$ cat src/rtl/i2clb_pkg.sv
package i2clb_pkg;

  typedef enum logic [2:0] {
    ST_IDLE,
    ST_ADDR,
    ST_AACK,
    ST_WBYTE,
    ST_WACK,
    ST_RBYTE,
    ST_RACK
  } tgt_state_e;

  typedef struct packed {
    logic echo_miss;
    logic contention;
  } tgt_flags_t;

endpackage

$ cat src/rtl/i2clb_sync.sv
module i2clb_sync #(
  parameter int unsigned LINES  = 2,
  parameter int unsigned STAGES = 2
) (
  input  logic             clk,
  input  logic             rst,
  input  logic [LINES-1:0] raw_i,
  output logic [LINES-1:0] level_o,
  output logic [LINES-1:0] rise_o,
  output logic [LINES-1:0] fall_o
);

  for (genvar g = 0; g < LINES; g++) begin : g_line
    logic [STAGES:0] chain;

    always_ff @(posedge clk) begin
      if (rst) chain <= '1;
      else     chain <= {chain[STAGES-1:0], raw_i[g]};
    end

    assign level_o[g] = chain[STAGES-1];
    assign rise_o[g]  = chain[STAGES-1] & ~chain[STAGES];
    assign fall_o[g]  = ~chain[STAGES-1] & chain[STAGES];
  end

endmodule

$ cat src/rtl/i2clb_drive.sv
module i2clb_drive #(
  parameter int unsigned HOLD_CYCLES = 27
) (
  input  logic clk,
  input  logic rst,
  input  logic scl_fall_i,
  input  logic scl_high_i,
  input  logic want_low_i,
  input  logic release_i,
  output logic oe_o
);

  localparam int unsigned CW = $clog2(HOLD_CYCLES + 1);

  logic [CW-1:0] cnt;
  logic          pend;

  always_ff @(posedge clk) begin
    if (rst) begin
      oe_o <= 1'b0;
      pend <= 1'b0;
      cnt  <= '0;
    end else if (release_i) begin
      oe_o <= 1'b0;
      pend <= 1'b0;
    end else if (scl_fall_i) begin
      cnt  <= CW'(HOLD_CYCLES);
      pend <= 1'b1;
    end else if (pend) begin
      if (cnt == '0) begin
        oe_o <= want_low_i;
        pend <= 1'b0;
      end else begin
        cnt <= cnt - 1'b1;
      end
    end
  end

  // never begin pulling the line while SCL stays high
  p_no_grab_scl_high_r4: assert property (@(posedge clk) disable iff (rst)
    (scl_high_i && $past(scl_high_i)) |-> !$rose(oe_o));

endmodule

$ cat src/rtl/i2clb_regfile.sv
module i2clb_regfile #(
  parameter int unsigned DEPTH     = 16,
  parameter int unsigned DATA_W    = 8,
  parameter logic [7:0]  STAT_ADDR = 8'hF0
) (
  input  logic              clk,
  input  logic              rst,
  input  logic              we_i,
  input  logic [7:0]        waddr_i,
  input  logic [DATA_W-1:0] wdata_i,
  input  logic [7:0]        raddr_i,
  input  logic [DATA_W-1:0] status_i,
  output logic [DATA_W-1:0] rdata_o
);

  localparam int unsigned IDX_W = (DEPTH > 1) ? $clog2(DEPTH) : 1;

  logic [DATA_W-1:0] mem [DEPTH];
  logic [DATA_W-1:0] mem_q;
  logic [DATA_W-1:0] stat_q;
  logic              sel_mem;
  logic              sel_stat;
  logic              w_in;
  logic              r_in;

  assign w_in = (waddr_i != STAT_ADDR) && (int'(waddr_i) < DEPTH);
  assign r_in = int'(raddr_i) < DEPTH;

  always_ff @(posedge clk) begin
    if (we_i && w_in) mem[waddr_i[IDX_W-1:0]] <= wdata_i;
    mem_q <= mem[raddr_i[IDX_W-1:0]];
  end

  always_ff @(posedge clk) begin
    if (rst) begin
      sel_mem  <= 1'b0;
      sel_stat <= 1'b0;
      stat_q   <= '0;
    end else begin
      sel_stat <= (raddr_i == STAT_ADDR);
      sel_mem  <= r_in;
      stat_q   <= status_i;
    end
  end

  always_comb begin
    if (sel_stat)     rdata_o = stat_q;
    else if (sel_mem) rdata_o = mem_q;
    else              rdata_o = '0;
  end

endmodule

$ cat src/rtl/i2clb_target.sv
module i2clb_target
  import i2clb_pkg::*;
#(
  parameter logic [6:0]  DEV_ADDR       = 7'h2A,
  parameter int unsigned REG_DEPTH      = 16,
  parameter logic [7:0]  STAT_ADDR      = 8'hF0,
  parameter int unsigned STARTUP_CYCLES = 500000,
  parameter int unsigned HOLD_CYCLES    = 27,
  parameter int unsigned ECHO_CYCLES    = 60,
  parameter int unsigned SYNC_STAGES    = 2
) (
  input  logic clk,
  input  logic rst,
  input  logic scl_i,
  input  logic sda_i,
  output logic sda_oe_o
);

  localparam int unsigned BYTE_W = 8;
  localparam int unsigned BIT_W  = $clog2(BYTE_W);
  localparam int unsigned SU_W   = $clog2(STARTUP_CYCLES + 1);
  localparam int unsigned EC_W   = $clog2(ECHO_CYCLES + 1);
  localparam logic [BIT_W-1:0] LAST_BIT = BIT_W'(BYTE_W - 1);

  // synchronized bus
  logic [1:0] lvl, rse, fll;
  logic scl_s, sda_s, scl_rise, scl_fall, sda_rise, sda_fall;

  i2clb_sync #(.LINES(2), .STAGES(SYNC_STAGES)) u_sync (
    .clk     (clk),
    .rst     (rst),
    .raw_i   ({sda_i, scl_i}),
    .level_o (lvl),
    .rise_o  (rse),
    .fall_o  (fll)
  );

  assign scl_s    = lvl[0];
  assign sda_s    = lvl[1];
  assign scl_rise = rse[0];
  assign scl_fall = fll[0];
  assign sda_rise = rse[1];
  assign sda_fall = fll[1];

  // startup quiet period
  logic [SU_W-1:0] su_cnt;
  logic            ready;

  always_ff @(posedge clk) begin
    if (rst) begin
      su_cnt <= '0;
      ready  <= 1'b0;
    end else if (!ready) begin
      if (su_cnt == SU_W'(STARTUP_CYCLES - 1)) ready <= 1'b1;
      else                                     su_cnt <= su_cnt + 1'b1;
    end
  end

  // protocol state
  tgt_state_e        state;
  logic [BIT_W-1:0]  bitcnt;
  logic [BYTE_W-1:0] shreg;
  logic [BYTE_W-1:0] txreg;
  logic [7:0]        ptr;
  logic              rw;
  logic              first_q;
  logic              echo_ok;
  logic [EC_W-1:0]   echo_cnt;
  tgt_flags_t        flags;
  logic [BYTE_W-1:0] rd_data;

  logic [BYTE_W-1:0] byte_in;
  logic start_ev, stop_ev, echo_fail, contend, release_now, want_low, wr_commit;

  assign byte_in  = {shreg[BYTE_W-2:0], sda_s};
  assign start_ev = ready && scl_s && sda_fall;
  assign stop_ev  = ready && scl_s && sda_rise;

  assign echo_fail = (state == ST_AACK) &&
                     ((sda_oe_o && !echo_ok && sda_s && echo_cnt == EC_W'(ECHO_CYCLES - 1)) ||
                      (scl_rise && !echo_ok));

  assign contend = (state == ST_RBYTE) && scl_rise && !sda_oe_o && !sda_s;

  assign release_now = start_ev || stop_ev || echo_fail || contend;

  assign wr_commit = !start_ev && !stop_ev && (state == ST_WBYTE) &&
                     scl_rise && (bitcnt == LAST_BIT) && !first_q;

  always_comb begin
    unique case (state)
      ST_AACK, ST_WACK: want_low = 1'b1;
      ST_RBYTE:         want_low = ~txreg[LAST_BIT - bitcnt];
      default:          want_low = 1'b0;
    endcase
  end

  always_ff @(posedge clk) begin
    if (rst) begin
      state    <= ST_IDLE;
      bitcnt   <= '0;
      shreg    <= '0;
      txreg    <= '0;
      ptr      <= '0;
      rw       <= 1'b0;
      first_q  <= 1'b0;
      echo_ok  <= 1'b0;
      echo_cnt <= '0;
      flags    <= '0;
    end else if (start_ev) begin
      state  <= ST_ADDR;
      bitcnt <= '0;
    end else if (stop_ev) begin
      state <= ST_IDLE;
    end else begin
      unique case (state)
        ST_IDLE: ;
        ST_ADDR: if (scl_rise) begin
          shreg  <= byte_in;
          bitcnt <= bitcnt + 1'b1;
          if (bitcnt == LAST_BIT) begin
            if (shreg[6:0] == DEV_ADDR) begin
              rw       <= sda_s;
              state    <= ST_AACK;
              echo_ok  <= 1'b0;
              echo_cnt <= '0;
            end else begin
              state <= ST_IDLE;
            end
          end
        end
        ST_AACK: begin
          if (echo_fail) begin
            flags.echo_miss <= 1'b1;
            state           <= ST_IDLE;
          end else begin
            if (sda_oe_o && !echo_ok) begin
              if (!sda_s) echo_ok  <= 1'b1;
              else        echo_cnt <= echo_cnt + 1'b1;
            end
            if (scl_rise) begin
              bitcnt <= '0;
              if (rw) begin
                txreg <= rd_data;
                ptr   <= ptr + 1'b1;
                state <= ST_RBYTE;
              end else begin
                first_q <= 1'b1;
                state   <= ST_WBYTE;
              end
            end
          end
        end
        ST_WBYTE: if (scl_rise) begin
          shreg  <= byte_in;
          bitcnt <= bitcnt + 1'b1;
          if (bitcnt == LAST_BIT) begin
            state <= ST_WACK;
            if (first_q) begin
              ptr     <= byte_in;
              first_q <= 1'b0;
            end else begin
              ptr <= ptr + 1'b1;
            end
          end
        end
        ST_WACK: if (scl_rise) begin
          bitcnt <= '0;
          state  <= ST_WBYTE;
        end
        ST_RBYTE: begin
          if (contend) begin
            flags.contention <= 1'b1;
            state            <= ST_IDLE;
          end else if (scl_rise) begin
            bitcnt <= bitcnt + 1'b1;
            if (bitcnt == LAST_BIT) state <= ST_RACK;
          end
        end
        ST_RACK: if (scl_rise) begin
          if (!sda_s) begin
            txreg  <= rd_data;
            ptr    <= ptr + 1'b1;
            bitcnt <= '0;
            state  <= ST_RBYTE;
          end else begin
            state <= ST_IDLE;
          end
        end
        default: state <= ST_IDLE;
      endcase
    end
  end

  i2clb_drive #(.HOLD_CYCLES(HOLD_CYCLES)) u_drive (
    .clk        (clk),
    .rst        (rst),
    .scl_fall_i (scl_fall),
    .scl_high_i (scl_s),
    .want_low_i (want_low),
    .release_i  (release_now),
    .oe_o       (sda_oe_o)
  );

  i2clb_regfile #(
    .DEPTH     (REG_DEPTH),
    .DATA_W    (BYTE_W),
    .STAT_ADDR (STAT_ADDR)
  ) u_regs (
    .clk      (clk),
    .rst      (rst),
    .we_i     (wr_commit),
    .waddr_i  (ptr),
    .wdata_i  (byte_in),
    .raddr_i  (ptr),
    .status_i ({6'd0, flags}),
    .rdata_o  (rd_data)
  );

  // quiet until the startup window has elapsed
  p_quiet_startup_r2: assert property (@(posedge clk) disable iff (rst)
    !ready |-> (state == ST_IDLE) && !sda_oe_o);

  // a target that is not engaged leaves the line alone
  p_idle_released_r3: assert property (@(posedge clk) disable iff (rst)
    (state == ST_IDLE) |-> !sda_oe_o);

  // each stored byte advances the pointer by one
  p_ptr_step_r5: assert property (@(posedge clk) disable iff (rst)
    wr_commit |=> ptr == 8'($past(ptr) + 8'd1));

  // contention drops the line at once and the flag stays set
  p_contend_drop_r7: assert property (@(posedge clk) disable iff (rst)
    contend |=> !sda_oe_o && flags.contention);
  p_contend_sticky_r7: assert property (@(posedge clk) disable iff (rst)
    flags.contention |=> flags.contention);

  // a missing acknowledge echo abandons the transfer
  p_echo_drop_r8: assert property (@(posedge clk) disable iff (rst)
    echo_fail |=> !sda_oe_o && (state == ST_IDLE) && flags.echo_miss);

  // START always restarts the address phase with the line free
  p_start_restart_r10: assert property (@(posedge clk) disable iff (rst)
    start_ev |=> (state == ST_ADDR) && !sda_oe_o);

endmodule

$ cat config.mk
export PLATFORM = sky130hd
export DESIGN_NAME = i2clb_target
export DESIGN_NICKNAME = d
export VERILOG_FILES = /design/src/rtl/i2clb_pkg.sv /design/src/rtl/i2clb_sync.sv /design/src/rtl/i2clb_drive.sv /design/src/rtl/i2clb_regfile.sv /design/src/rtl/i2clb_target.sv
export SDC_FILE = /design/constraint.sdc
export NUM_CORES = 1
export LEC_CHECK = 0
export BUFFER_PORTS_ARGS = -buffer_cell sky130_fd_sc_hd__buf_4
export CAP_MARGIN = 10
export CORE_ASPECT_RATIO = 0.6
export CORE_MARGIN = 8
export CORE_UTILIZATION = 55
export CTS_BUF_LIST = sky130_fd_sc_hd__clkbuf_8 sky130_fd_sc_hd__clkbuf_16
export CTS_CLUSTER_SIZE = 24
export DETAILED_ROUTE_END_ITERATION = 10
export HOLD_SLACK_MARGIN = 0.12
export PLACE_DENSITY = 0.79
export SLEW_MARGIN = 20
export SYNTH_ARGS = -nofsm -noshare
export SYNTH_HDL_FRONTEND = slang
export SYNTH_SLANG_ARGS = --single-unit
$ cat constraint.sdc
create_clock -name clk -period 9 [get_ports clk]
set_clock_uncertainty 0.15 [all_clocks]
set_input_delay 1.8 -clock clk [delete_from_list [all_inputs] [get_ports clk]]
set_output_delay 1.8 -clock clk [all_outputs]
set_load 0.05 [all_outputs]
==> out/metrics.csv, run 1 <==
metric,value,unit
outcome,"complete, no violations",
ys_types,66,
critPathKind,reg2reg,
detailed_place_hpwl,12960,µm
clock_path_buffers,3,
final-hold-violation-count,0,
r2r-start,state[0],
power.switching_fraction,19.05,%
root_buffer,clkbuf_16,
fin_crit_sh,40.67,%
drt_wl_total,20690,µm
syn_inst,675,
instances_no_fill,895,
overflow,0,
critPathLaunch,state[0],
max_freq,273.2,MHz
first_iter_violations,989,
cts_buffers,20,
dieArea,20900,µm²
core-area,16130,µm²
antenna_cells,0,
holdPathStages,1,
worst_slew_pin_slew,1.058,ns
seq_area_frac_synth,61.44,%
p_sw,0.3919,mW
ant_nets,0,
cts_hold_buf,0,
drive_gt1_share,15.89,%
r2r_setup_slack,5.34,ns
area_growth,10.80,%
startpoint_type,flip-flop,
drv_cap,0,
clkLatencyLatePin,0.50,ns
num_vias,5905,
pre_cts_slack,5.503,ns
final.min_clock_period,3.660,ns
synth_edf_count,128,
pwr_density_cell,205.7,nW/µm²
placedCellCount,859,
wl_per_cell,23.12,µm
setup.worst_path.end_class,flip-flop,
pin_count,5,
vias_per_cell,6.598,
pwr-share-comb,1.5,%
grt_antenna_before_repair,1,
fp.dieW,181.4,µm
portBuffers,4,
pwr-share-clk,48.4,%
ff2ff_path_depth,6,
cts.sink_count,213,
die_h,115.2,µm
grt_pass1_vias,5600,
crit_path_end,u_regs.mem[1][0],
slew_violations,0,
p_seq_share,50.1,%
yosys_register_bits,213,
synth_nets,689,
crit_fanout,16,
post-cts-setup-buffer-count,0,
cts_resized,0,
hold_class,reg2reg,
async_flop_share,0,%
setup_slack,5.340,ns
slew_headroom,29.37,%
fillCellCount,1127,
crit_arrival,3.63,ns
grt_usage,19.96,%
ys.warnings.count,0,
grt_pass1_wl,32640,µm
syn_area,9025,µm²
internal-power,1.665,mW
leakage,3.295,nW
clk_pin_slew_worst_paths,0.07,ns
cts_tree,built,
vdd_drop_max,0.1142,mV
rr_endpoint,u_regs.mem[1][0],
drc,0,
cp.required,8.97,ns
grt_max_degree,71,
synth_area_per_cell,13.37,µm²
rows,36,
start_util,55.97,%
rsz0062_at_grt,false,
postLayoutCoreUtil,62.01,%
place_congestion,0.8963,
setup_viol,0,
final.setup.tns,0,ns
dr.pass1.iters,5,
synth-main-ff-cell,edfxtp_1,
final_net_count,686,
cts_htree_levels,1,
[Yosys cell counts (3+ instances only)]
library cell  count  area [µm²]
o32ai_1           3       26.28
buf_2             8       40.04
nand4_1           9       56.30
and3_1           14       87.58
o21bai_1          3       22.52
a31oi_1           7       43.79
nor3_2            4       40.04
a311oi_1          3       26.28
xnor2_1           4       35.03
dfxtp_1          85        1702
or2_2             7       43.79
o211ai_1          3       22.52
nor4b_1           4       35.03
clkbuf_1         24       90.09
nand2b_1         17       106.4
a21oi_1          27       135.1
nor2b_1           6       37.54
edfxtp_1        128        3844
and2_1            3       18.77
o21ai_0          12       60.06
nor3_1            7       35.03
a211oi_1          8       60.06
mux4_2           42       945.9
nor2_1           70       262.8
inv_1             7       26.28
mux2i_1          13       130.1
nand2_1          47       176.4
nor4_1            5       31.28
nand3_1          30       150.1
ha_1             10       125.1
xor2_1           19       166.4
[logic make-up (layout without fill, tap and decap cells)]
family	after synthesis	after routing	synth area share, %
AOI/OAI and AO/OA	85	85	6.461
xor gates and xnor gates	23	23	2.232
adders and majority gates	10	10	1.386
buffers and inverters	42	53	1.941
DFF	213	213	61.44
muxes	55	55	11.92
and+or+nand+nor	247	247	14.61
[worst max-delay path: stages (launching register included)]
cell and delay [ns]:
dfxtp_1 0.65, inv_1 0.30, a2111oi_4 0.84, nand3_4 0.15, nor3_4 0.30, nand2_1 0.23, nor3_2 0.66
[cell usage in the layout, fill, tap and decap left out, drive strengths merged, types with 3 or more instances in the layout]
cell type,instances
edfxtp,128
dfxtp,85
nor2,70
nand2,48
mux4,42
nand3,31
a21oi,27
clkbuf,21
xor2,19
nand2b,18
and3,14
mux2i,13
o21ai,12
nor3,12
ha,10
buf,10
nand4,9
inv,8
a211oi,8
or2,7
a31oi,7
bufinv,7
nor2b,6
nor4,6
clkinv,6
xnor2,4
nor4b,4
and2,3
o211ai,3
o32ai,3
a311oi,3
o21bai,3
a2111oi,3
[cell type report]
class	count	area (µm²)	share of cell area, %
multi-input combinational	420	3304	33.05
inverter	7	26.28	0.2628
clock buffer	21	525.5	5.255
clock inverter	15	260.3	2.603
tap	209	261.5	2.615
sequential	213	5547	55.47
timing repair buffer	10	75.07	0.7508
[registers in the layout (all words and copies together) (netlist names), 2 cells and up]
register,count
bitcnt,3
echo_cnt,6
flags,2
ptr,8
shreg,7
state,3
su_cnt,19
txreg,8
u_drive.cnt,5
u_regs.mem,128
u_regs.mem_q,8
u_regs.stat_q,2
u_sync.g_line.chain,6
[per-stage QoR]
stage                     power [mW]  hold slack (ns)  instance area (µm²)
after global placement         1.080           0.2530                 9214
after global routing           2.105           0.2883                10000
after detailed placement       1.082           0.2552                 9214
after floorplan                1.074           0.2395                 9025
final                          2.057           0.2686                10000
after CTS                      2.064           0.2705                10000
[power groups by stage]
stage,clock network (mW),registers [mW],logic [mW]
2_1_floorplan,0,1.05,0.0220
3_3_place_gp,0,1.05,0.0277
3_5_place_dp,0,1.05,0.0292
4_1_cts,1.00,1.03,0.0294
5_1_grt,1.04,1.03,0.0329
6_report,0.995,1.03,0.0302
[layer usage]
| metal | global-route usage, % | vias to the layer above | share of wire [%] |
|---|---|---|---|
| met3 | 4.418 | 46 | 11 |
| met5 | 0 | - | 0 |
| li1 | - | 2559 | - |
| met1 | 28.67 | 2911 | 42 |
| met4 | 5.492 | 0 | 2.2 |
| met2 | 30.32 | 389 | 45 |
[how the worst min path moves through the flow]
stage | startpoint | end | slack [ns]
CTS | u_sync.g_line[0].chain[0] | u_sync.g_line[0].chain[1] | 0.27
floorplan | u_sync.g_line[0].chain[0] | u_sync.g_line[0].chain[1] | 0.24
detailed placement | u_sync.g_line[0].chain[0] | u_sync.g_line[0].chain[1] | 0.26
finish | u_sync.g_line[0].chain[0] | u_sync.g_line[0].chain[1] | 0.27
global placement | u_sync.g_line[1].chain[0] | u_sync.g_line[1].chain[1] | 0.25
global route | u_sync.g_line[0].chain[0] | u_sync.g_line[0].chain[1] | 0.29
Power figures use the tool's default switching activity.
==> run 2, diff against run 1 <==
- PLACE_DENSITY: 0.79 -> 0.81
- clock period: 9 -> 3.2 ns (I/O delays scaled with it)
==> run 2 against run 1 <==
- first-iteration DRC count decreased by 22%
- power increased to 2.5 times the previous value
- register-to-register slack worse by 5.1 ns
- cell count grew 1.5%
- worst setup slack worse by 5.1 ns
- hold slack worse by 0.075 ns
- largest cell class unchanged
- highest routed layer is now met5
==> out/metrics.csv, run 2 (same netlist as run 1, synthesis figures left out) <==
metric,value,unit
final.setup.tns,0,ns
r2r_setup_slack,0.28,ns
finalInstanceArea,9945,µm²
drc,0,
cpPeakStageDelay,0.66,ns
root_buffer,clkbuf_16,
seqCellArea,5547,µm²
instances_no_fill,908,
final_common_cell,edfxtp_1,
num_vias,5826,
dieArea,20900,µm²
gr-max-usage-layer,met2,
crit_arrival,2.87,ns
hold_class,in2reg,
rows,36,
path_cells,nand2b_4 > a2111oi_4 > nand3_4 > nor3_4 > nand2_1 > nor2_1,
pre_cts_slack,0.3108,ns
grt_antenna_before_repair,1,
final_net_count,701,
drive_gt1_share,17.02,%
setup.worst_path.end_class,flip-flop,
detailed_place_hpwl,12990,µm
postLayoutCoreUtil,61.67,%
placed_area,9346,µm²
dr.pass1.iters,7,
final.min_clock_period,2.916,ns
drv_cap,0,
whs,0.1940,ns
post-cts-setup-buffer-count,0,
leakage,3.302,nW
cts_htree_levels,1,
path_buf_inv,0,
fin_crit_sh,91.11,%
startpoint_type,flip-flop,
crit_slowest_cell,nor2_1,
fin_total_pwr,5.210,mW
outcome,"complete, no violations",
pin_count,5,
ff2ff_path_depth,6,
die_h,115.2,µm
multi_input_area,3304,µm²
antenna_cells,0,
use_met3,5.554,%
overflow,0,
clock_path_buffers,3,
slew_violations,0,
clkLatencyLatePin,0.49,ns
cp.required,3.16,ns
cts_buffers,19,
cp.depth,6,
slew_headroom,45.12,%
critPathKind,reg2reg,
setup_viol,0,
rr_endpoint,u_regs.mem[13][7],
rsz0062_at_grt,false,
fp.dieW,181.4,µm
cts.sink_count,213,
first_iter_violations,773,
grt_max_degree,71,
critPathLaunch,u_sync.g_line[0].chain[1],
placedCellCount,875,
start_util,55.97,%
clk_pin_slew_worst_paths,0.06,ns
cp_top_family,simple AND/OR/NAND/NOR gates,
cts_hold_buf,0,
portBuffers,4,
drt_wl_total,20220,µm
crit_fanout,11,
crit_path_end,u_regs.mem[13][7],
cts_tree,built,
grt_usage,19.38,%
core-area,16130,µm²
setup_slack,0.2843,ns
met1_usage,27.71,%
vdd_drop_max,0.3371,mV
grt_pass1_vias,5580,
place_congestion,0.8417,
r2r-start,u_sync.g_line[0].chain[1],
worst_slew_pin_slew,0.8183,ns
fillCellCount,1141,
area_growth,10.19,%
use_met2,29.17,%
wl_per_cell,22.27,µm
mostFrequentLayoutCells,"edfxtp_1, dfxtp_1, nor2_1",
pwr_density_cell,523.9,nW/µm²
ant_nets,0,
cts_resized,0,
grt_pass1_wl,31570,µm
final-hold-violation-count,0,
max_freq,343.0,MHz
largest_register_ffs,128,
vias_per_cell,6.416,
-- run 2: cell count changes in the layout (fill, tap and decap cells not counted), sizes merged --
cell,change
inv,+2
bufinv,-5
buf,+16
clkbuf,-2
clkinv,+1
clkinvlp,+1
-- run 2: worst min path at each step --
stage                                      to  slack [ns]  depth (start not counted)                 startpoint
detailed placement  u_sync.g_line[1].chain[1]        0.25                          1  u_sync.g_line[1].chain[0]
finish              u_sync.g_line[0].chain[0]        0.19                          2                      scl_i
global route        u_sync.g_line[1].chain[0]        0.19                          2                      sda_i
CTS                 u_sync.g_line[0].chain[0]        0.18                          2                      scl_i
floorplan           u_sync.g_line[0].chain[1]        0.24                          1  u_sync.g_line[0].chain[0]
global placement    u_sync.g_line[0].chain[1]        0.25                          1  u_sync.g_line[0].chain[0]
-- run 2: final cells by class --
cell class | instances | area share [%]
multi-input combinational | 420 | 33.23
inverter | 7 | 0.2642
timing repair buffer | 26 | 2.089
clock buffer | 19 | 4.781
tap | 209 | 2.630
clock inverter | 14 | 1.233
sequential | 213 | 55.78
-- run 2: power breakdown --
group	switching [mW]	total (mW)	internal [mW]	leakage [nW]
clock	0.977	2.23	1.25	0.299
combinational	0.0540	0.0846	0.0307	1.13
sequential	0.0133	2.90	2.89	1.87
total	1.04	5.21	4.17	3.30
-- run 2: metal layers --
metal  routed length, µm  vias up
li1                    -     2576
met1                8667     2875
met2                8737      338
met3                2446       35
met4                 357        2
met5                  13        -
